--- config.mk ---
export PLATFORM = sky130hd
export DESIGN_NAME = tennis_score
export DESIGN_NICKNAME = d
export VERILOG_FILES = /design/src/rtl/tennis_pkg.sv /design/src/rtl/tennis_point_decode.sv /design/src/rtl/tennis_next.sv /design/src/rtl/tennis_win_decode.sv /design/src/rtl/tennis_score.sv
export SDC_FILE = /design/constraint.sdc
export NUM_CORES = 1
export LEC_CHECK = 0
export BUFFER_PORTS_ARGS = -buffer_cell sky130_fd_sc_hd__buf_2
export CAP_MARGIN = 0
export CORE_MARGIN = 1
export CORE_UTILIZATION = 30
export CTS_BUF_LIST = sky130_fd_sc_hd__clkbuf_4
export DETAILED_ROUTE_END_ITERATION = 8
export GPL_TIMING_DRIVEN = 0
export HOLD_SLACK_MARGIN = 0.08
export MAX_ROUTING_LAYER = met4
export REMOVE_ABC_BUFFERS = 1
export SLEW_MARGIN = 20
export SYNTH_ARGS = -nofsm -noshare
export SYNTH_HDL_FRONTEND = slang
export SYNTH_HIERARCHICAL = 1
export SYNTH_SLANG_ARGS = --single-unit
--- constraint.sdc ---
create_clock -name clk_i -period 3.3 [get_ports clk_i]
set_clock_uncertainty 0.15 [all_clocks]
set_input_delay 0 -clock clk_i [delete_from_list [all_inputs] [get_ports clk_i]]
set_output_delay 0 -clock clk_i [all_outputs]
set_load 0.05 [all_outputs]
--- src/rtl/tennis_pkg.sv ---
package tennis_pkg;
  localparam int PTS_W = 2;
  localparam int PH_W  = 3;
  localparam logic [PTS_W-1:0] PTS_LOVE  = '0;
  localparam logic [PTS_W-1:0] PTS_FORTY = '1;

  typedef enum logic [PH_W-1:0] {
    PH_PLAY  = 3'd0,
    PH_DEUCE = 3'd1,
    PH_ADV_A = 3'd2,
    PH_ADV_B = 3'd3,
    PH_WIN_A = 3'd4,
    PH_WIN_B = 3'd5
  } phase_e;

  typedef enum logic [1:0] {
    EV_NONE = 2'd0,
    EV_A    = 2'd1,
    EV_B    = 2'd2
  } point_e;

  typedef struct packed {
    phase_e           phase;
    logic [PTS_W-1:0] pts_a;
    logic [PTS_W-1:0] pts_b;
  } score_t;

  localparam score_t SCORE_INIT = '{phase: PH_PLAY, pts_a: PTS_LOVE, pts_b: PTS_LOVE};
endpackage

--- src/rtl/tennis_point_decode.sv ---
module tennis_point_decode
  import tennis_pkg::*;
(
  input  logic   a_i,
  input  logic   b_i,
  output point_e ev_o
);
  // simultaneous or absent strobes carry no point
  always_comb begin
    unique case ({a_i, b_i})
      2'b10:   ev_o = EV_A;
      2'b01:   ev_o = EV_B;
      default: ev_o = EV_NONE;
    endcase
  end
endmodule

--- src/rtl/tennis_next.sv ---
module tennis_next
  import tennis_pkg::*;
(
  input  score_t cur_i,
  input  point_e ev_i,
  output score_t nxt_o
);
  logic [PTS_W-1:0] inc_a, inc_b;

  assign inc_a = cur_i.pts_a + 1'b1;
  assign inc_b = cur_i.pts_b + 1'b1;

  always_comb begin
    nxt_o = cur_i;
    unique case (cur_i.phase)
      PH_PLAY: begin
        if (ev_i == EV_A) begin
          if (cur_i.pts_a == PTS_FORTY) begin
            nxt_o.phase = PH_WIN_A;
          end else begin
            nxt_o.pts_a = inc_a;
            if (inc_a == PTS_FORTY && cur_i.pts_b == PTS_FORTY) nxt_o.phase = PH_DEUCE;
          end
        end else if (ev_i == EV_B) begin
          if (cur_i.pts_b == PTS_FORTY) begin
            nxt_o.phase = PH_WIN_B;
          end else begin
            nxt_o.pts_b = inc_b;
            if (inc_b == PTS_FORTY && cur_i.pts_a == PTS_FORTY) nxt_o.phase = PH_DEUCE;
          end
        end
      end
      PH_DEUCE: begin
        if (ev_i == EV_A)      nxt_o.phase = PH_ADV_A;
        else if (ev_i == EV_B) nxt_o.phase = PH_ADV_B;
      end
      PH_ADV_A: begin
        if (ev_i == EV_A)      nxt_o.phase = PH_WIN_A;
        else if (ev_i == EV_B) nxt_o.phase = PH_DEUCE;
      end
      PH_ADV_B: begin
        if (ev_i == EV_B)      nxt_o.phase = PH_WIN_B;
        else if (ev_i == EV_A) nxt_o.phase = PH_DEUCE;
      end
      default: nxt_o = cur_i; // decided game holds
    endcase
  end
endmodule

--- src/rtl/tennis_win_decode.sv ---
module tennis_win_decode
  import tennis_pkg::*;
(
  input  phase_e phase_i,
  output logic   a_wins_o,
  output logic   b_wins_o
);
  assign a_wins_o = (phase_i == PH_WIN_A);
  assign b_wins_o = (phase_i == PH_WIN_B);
endmodule

--- src/rtl/tennis_score.sv ---
module tennis_score
  import tennis_pkg::*;
(
  input  logic             clk_i,
  input  logic             rst_ni,
  input  logic             clear_i,
  input  logic             a_i,
  input  logic             b_i,
  output logic [PH_W-1:0]  phase_o,
  output logic [PTS_W-1:0] pts_a_o,
  output logic [PTS_W-1:0] pts_b_o,
  output logic             a_wins_o,
  output logic             b_wins_o
);
  point_e ev;
  score_t score_q, score_d;

  tennis_point_decode u_dec (
    .a_i  (a_i),
    .b_i  (b_i),
    .ev_o (ev)
  );

  tennis_next u_next (
    .cur_i (score_q),
    .ev_i  (ev),
    .nxt_o (score_d)
  );

  always_ff @(posedge clk_i or negedge rst_ni) begin
    if (!rst_ni)      score_q <= SCORE_INIT;
    else if (clear_i) score_q <= SCORE_INIT;
    else              score_q <= score_d;
  end

  tennis_win_decode u_win (
    .phase_i  (score_q.phase),
    .a_wins_o (a_wins_o),
    .b_wins_o (b_wins_o)
  );

  assign phase_o = score_q.phase;
  assign pts_a_o = score_q.pts_a;
  assign pts_b_o = score_q.pts_b;
endmodule

# Word level (Yosys, flattened, before mapping)
# Index checks and enable logic that the tools add are counted.
totals:
  regBits: 7
  latch_bits: 0
  ram_bits: 0
  mem_bits_ro: 0
  in_bits: 5
  output_inout_bits: 9
  wordCells: 58
  n_memories: 0
classes:
  add_sub_neg: 2
  multipliers: 0
  div_mod_pow: 0
  order_cmp: 0
  n_eq_ne: 22
  shifts: 0
  muxes: 21
  bitwise: 0
  n_reduce_logical: 10
op_table:
  columns: ["operator", "count"]
  rows:
  - ["3-bit two-way mux", 12]
  - ["4-bit by 2-bit != test with 1-bit output (second input constant)", 4]
  - ["2-bit == test (second input constant)", 6]
  - ["3-bit one-hot mux with 4 select lines", 1]
  - ["2-bit two-way mux", 5]
  - ["7-bit two-way mux", 1]
  - ["7-bit AND reduction", 1]
  - ["3-bit by 2-bit == test with 1-bit output (second input constant)", 2]
  - ["3-bit == test (second input constant)", 2]
  - ["2-bit != test (second input constant)", 3]
  - ["2-bit nonzero test", 3]
  - ["5-bit by 2-bit != test with 1-bit output (second input constant)", 1]
  - ["5-bit by 3-bit != test with 1-bit output (second input constant)", 1]
  - ["5-bit nonzero test", 1]
  - ["2-bit by 1-bit adder with 2-bit output (second input constant)", 2]
  - ["2-bit by 1-bit == test with 1-bit output (second input constant)", 2]
  - ["4-bit two-way mux", 1]
  - ["2-bit one-hot mux with 2 select lines", 1]
  - ["4-bit AND reduction", 1]
  - ["3-bit by 1-bit == test with 1-bit output (second input constant)", 1]
  - ["3-bit logical NOT", 1]
  - ["3-bit AND reduction", 1]
  - ["1-bit logical AND", 2]

# Depth between registers and ports, before layout
logic_depth:
  ltp_word: 9
  depth_mapped: 6
  depth_no_buf: 6

# Cells and area by module
# Netlist, hierarchy kept.
by_module_without_submodules:
  columns: ["mod", "instances", "cells_per_inst", "area_per_inst_um2", "seq_area_each_um2"]
  rows:
  - ["tennis_score", 1, 14, 219.0, 175.2]
  - ["tennis_next", 1, 29, 196.4, 0.0]
  - ["tennis_win_decode", 1, 2, 21.3, 0.0]
  - ["tennis_point_decode", 1, 2, 15.0, 0.0]

# Worst setup path before layout
# No wires, ideal clock.
synth_timing:
  path_type: "register to register"
  startpoint: "register score_q, in the netlist phase_o[0]"
  endpoint: "register score_q, in the netlist phase_o[0]"
  setup_time_ns: 0.118
  t_arrival_ns: 1.462
  required_time_ns: 3.032
  path_slack_ns: 1.570
  path_stages_with_launch: 6
  n_path_buf: 0
  synth_period_minus_slack_ns: 1.730
  cell_sequence: "dfrtp_1 -> nand2b_1 -> a21oi_1 -> nor3b_1 -> o32a_1 -> nor2b_1"
synth_rtl:
  columns: ["element", "line_no", "rtl"]
  rows:
  - ["start: declaration", "tennis_score.sv:16", "score_t score_q, score_d;"]
  - ["start signal: assignment", "tennis_score.sv:33", "else score_q <= score_d;"]

# Worst setup path after layout
layout_timing:
  startpoint: "register score_q, in the netlist phase_o[0]"
  endpoint: "register score_q, in the netlist pts_a_o[0]"
layout_via:
  elab_chain_len: 3
layout_lines:
  columns: ["element", "line_no", "rtl"]
  rows:
  - ["3-bit logical NOT", "tennis_next.sv:15", "unique case (cur_i.phase)"]
  - ["2-bit nonzero test (no line)", null, null]
  - ["3-bit AND reduction (no line)", null, null]
# No other way between the ends.
# A chain may end at the register's enable or synchronous reset.

==> impl_metrics.tcl <==
set metrics [dict create \
    antenna_cells 0 \
    numPortBuffers 13 \
    timing.critical_path.to "pts_a_o[0]" \
    yosysWarningCount 6 \
    slew_viol_final 0 \
    worstPathCellList "nor4_2 > nand3b_1 > o21a_1 > nor2b_1" \
    power.density_nw_per_um2 349 \
    vias 400 \
    layout_commonest_cell "buf_2" \
    antenna_found_initial 0 \
    ir_drop_mv 0.172 \
    crit_required_ps 3280 \
    ant_nets 0 \
    gp_congestion 0.685 \
    grt_usage_pct 13.4 \
    syn2layout_area_growth_pct 31.9 \
    r2r-end "pts_a_o[0]" \
    htreeDepth 1 \
    period_minus_slack_ps 1610 \
    fp-row-count 13 \
    cap_violations 0 \
    synth_seq_area_share_pct 38.8 \
    dp_slack_ps 1700 \
    crit_slowest_cell "dfrtp_1" \
    ys_types 21 \
    syn_area_per_cell_um2 9.61 \
    final_core_util_pct 44.1 \
    fin_area_um2 596 \
    grt_first_pass_wirelength_mm 1.32 \
    viasPerCell 4.88 \
    fmax_mhz 620 \
    fp.dieH_um 40.8 \
    grt_setup_unrepaired "no" \
    ys_ff_latch 7 \
    cts-buffers-inserted 3 \
    drive_gt1_share_pct 32.8 \
    fin_cells 82 \
    place_area_um2 536 \
    dieArea_um2 1660 \
    arrival_ps 1590 \
    drtIter0Drc 5 \
    post-route-drc-count 0 \
    grt_max_degree 11 \
    grt_pass1_vias 315 \
    core_um2 1350 \
    r2r-start "phase_o[0]" \
    endpoint_kind "flop" \
    max_slew_margin_pct 72.1 \
    drt-total-wl_um 909 \
    cts_max_path_buffers 2 \
    dr.pass1.iters 4 \
    syn_inst 47 \
    path_clk_slew_ps 50 \
    io_pins 14 \
    layout_common_cells "13 x buf_2, 9 x nor2b_1, 7 x dfrtp_1, 5 x a21oi_1, 4 x clkbuf_4" \
    worst_pin_slew_ps 415 \
    finalHoldViolCount 0 \
    clock_latency_ps 240 \
    r2r_cells 4 \
    crit_start "phase_o[0]" \
    setup_slack_ps 1690 \
    power.leakage_nw 0.299 \
    post-cts-setup-buffers 0 \
    setup_tns_ps 0 \
    die-width_um 40.8 \
    crit_type "reg2reg" \
    overflow 0 \
    status "completed" \
    dp.cells 75 \
    finalSetupViolCount 0 \
    rrSetupSlack_ps 1690 \
    critical-path-max-stage-delay_ps 500 \
    cp_max_fo 10 \
    startpoint_type "flop" \
    wl_per_cell_um 11.1 \
    fin_nets 73 \
    clockRootBuffer "clkbuf_4" \
    post-dp-hpwl_um 666 \
    cts_sinks 7 \
    cts_tree "built" \
    min_period_over_period_pct 48.9 \
    hp-class "in2reg" \
    syn_area_um2 452 \
    initial_core_util_pct 33.5 \
]
-- area by class of cell --
class / instances / area, µm²
Fill cell: 142 / 754
Multi-Input combinational cell: 39 / 273
Clock buffer: 4 / 30.0
Inverter: 1 / 3.75
Sequential cell: 7 / 175
Tap cell: 15 / 18.8
Timing Repair Buffer: 16 / 95.1
-- synthesized netlist by cell type --
master    number  area share [%]
a21o_1         2             3.3
a21oi_1        5             5.5
a31oi_1        1             1.4
and2b_2        1             1.9
and3b_1        1             1.9
dfrtp_1        7              39
inv_1          1            0.83
mux2i_1        1             2.2
nand2_1        2             1.7
nand2b_1       2             2.8
nand2b_4       1             3.0
nand3_1        3             3.3
nand3b_1       2             3.3
nor2_1         1            0.83
nor2b_1        9              12
nor3b_1        1             1.7
nor3b_2        1             2.8
nor4_2         2             5.5
o21a_1         2             3.3
o21ai_0        1             1.1
o32a_1         1             2.2
-- report_power, final --
part | leakage (nW) | switching (W) | total (W) | internal (W)
clock network | 0.0184 | 0.0000282 | 0.0000823 | 0.0000541
logic | 0.184 | 0.0000199 | 0.0000337 | 0.0000138
registers | 0.0964 | 0.00000355 | 0.0000919 | 0.0000883
-- how the worst min path moves through the flow --
| stage | startpoint | endpoint | slack (ps) | cells past startpoint |
|---|---|---|---|---|
| 6_report | a_i | pts_b_o[0] | 290 | 7 |
| 2_1_floorplan | rst_ni | phase_o[0] | -450 | 0 |
| 4_1_cts | a_i | phase_o[2] | 280 | 7 |
| 3_5_place_dp | rst_ni | pts_b_o[1] | -310 | 1 |
| 3_3_place_gp | rst_ni | pts_b_o[1] | -310 | 1 |
| 5_1_grt | a_i | phase_o[0] | 330 | 6 |
-- metal layers --
| layer | part of all wire (%) | up-vias | global-route usage, % |
|---|---|---|---|
| met2 | 44 | 13 | 19.1 |
| met1 | 51 | 176 | 16.2 |
| met3 | 3.7 | 2 | 1.63 |
| met5 | 0 | - | - |
| li1 | - | 209 | - |
| met4 | 1.3 | 0 | 12.5 |
-- sequential cells by signal (all words and copies together) (netlist names) --
signal,flops
phase_o,3
pts_a_o,2
pts_b_o,2
-- critical path, delay by kind of cell (launching register included) --
family             cells  cell delay, ps
and+or+nand+nor        3             740
DFF                    1             500
AOI/OAI and AO/OA      1             120
-- metrics by stage --
step / power [W] / hold WS (ps)
floorplan: 0.000114 / -446
global placement: 0.000124 / -312
detailed placement: 0.000125 / -309
CTS: 0.000214 / 277
global route: 0.000222 / 329
finish: 0.000208 / 287
-- kinds of logic (layout without fill, tap and decap cells) --
kind of cell	count (synthesis)	after routing	share of synthesized area, %
buffers and inverters	1	21	0.830
and+or+nand+nor	26	26	41.3
AOI/OAI and AO/OA	12	12	16.9
muxes	1	1	2.22
DFF	7	7	38.8
-- what timing repair did --
action | 4_1_cts | 5_1_grt
hold buffers | 3 | 0
hold endpoints to repair | 14 | 0
gates resized for setup | 0 | 0
Power figures use the tool's default switching activity.
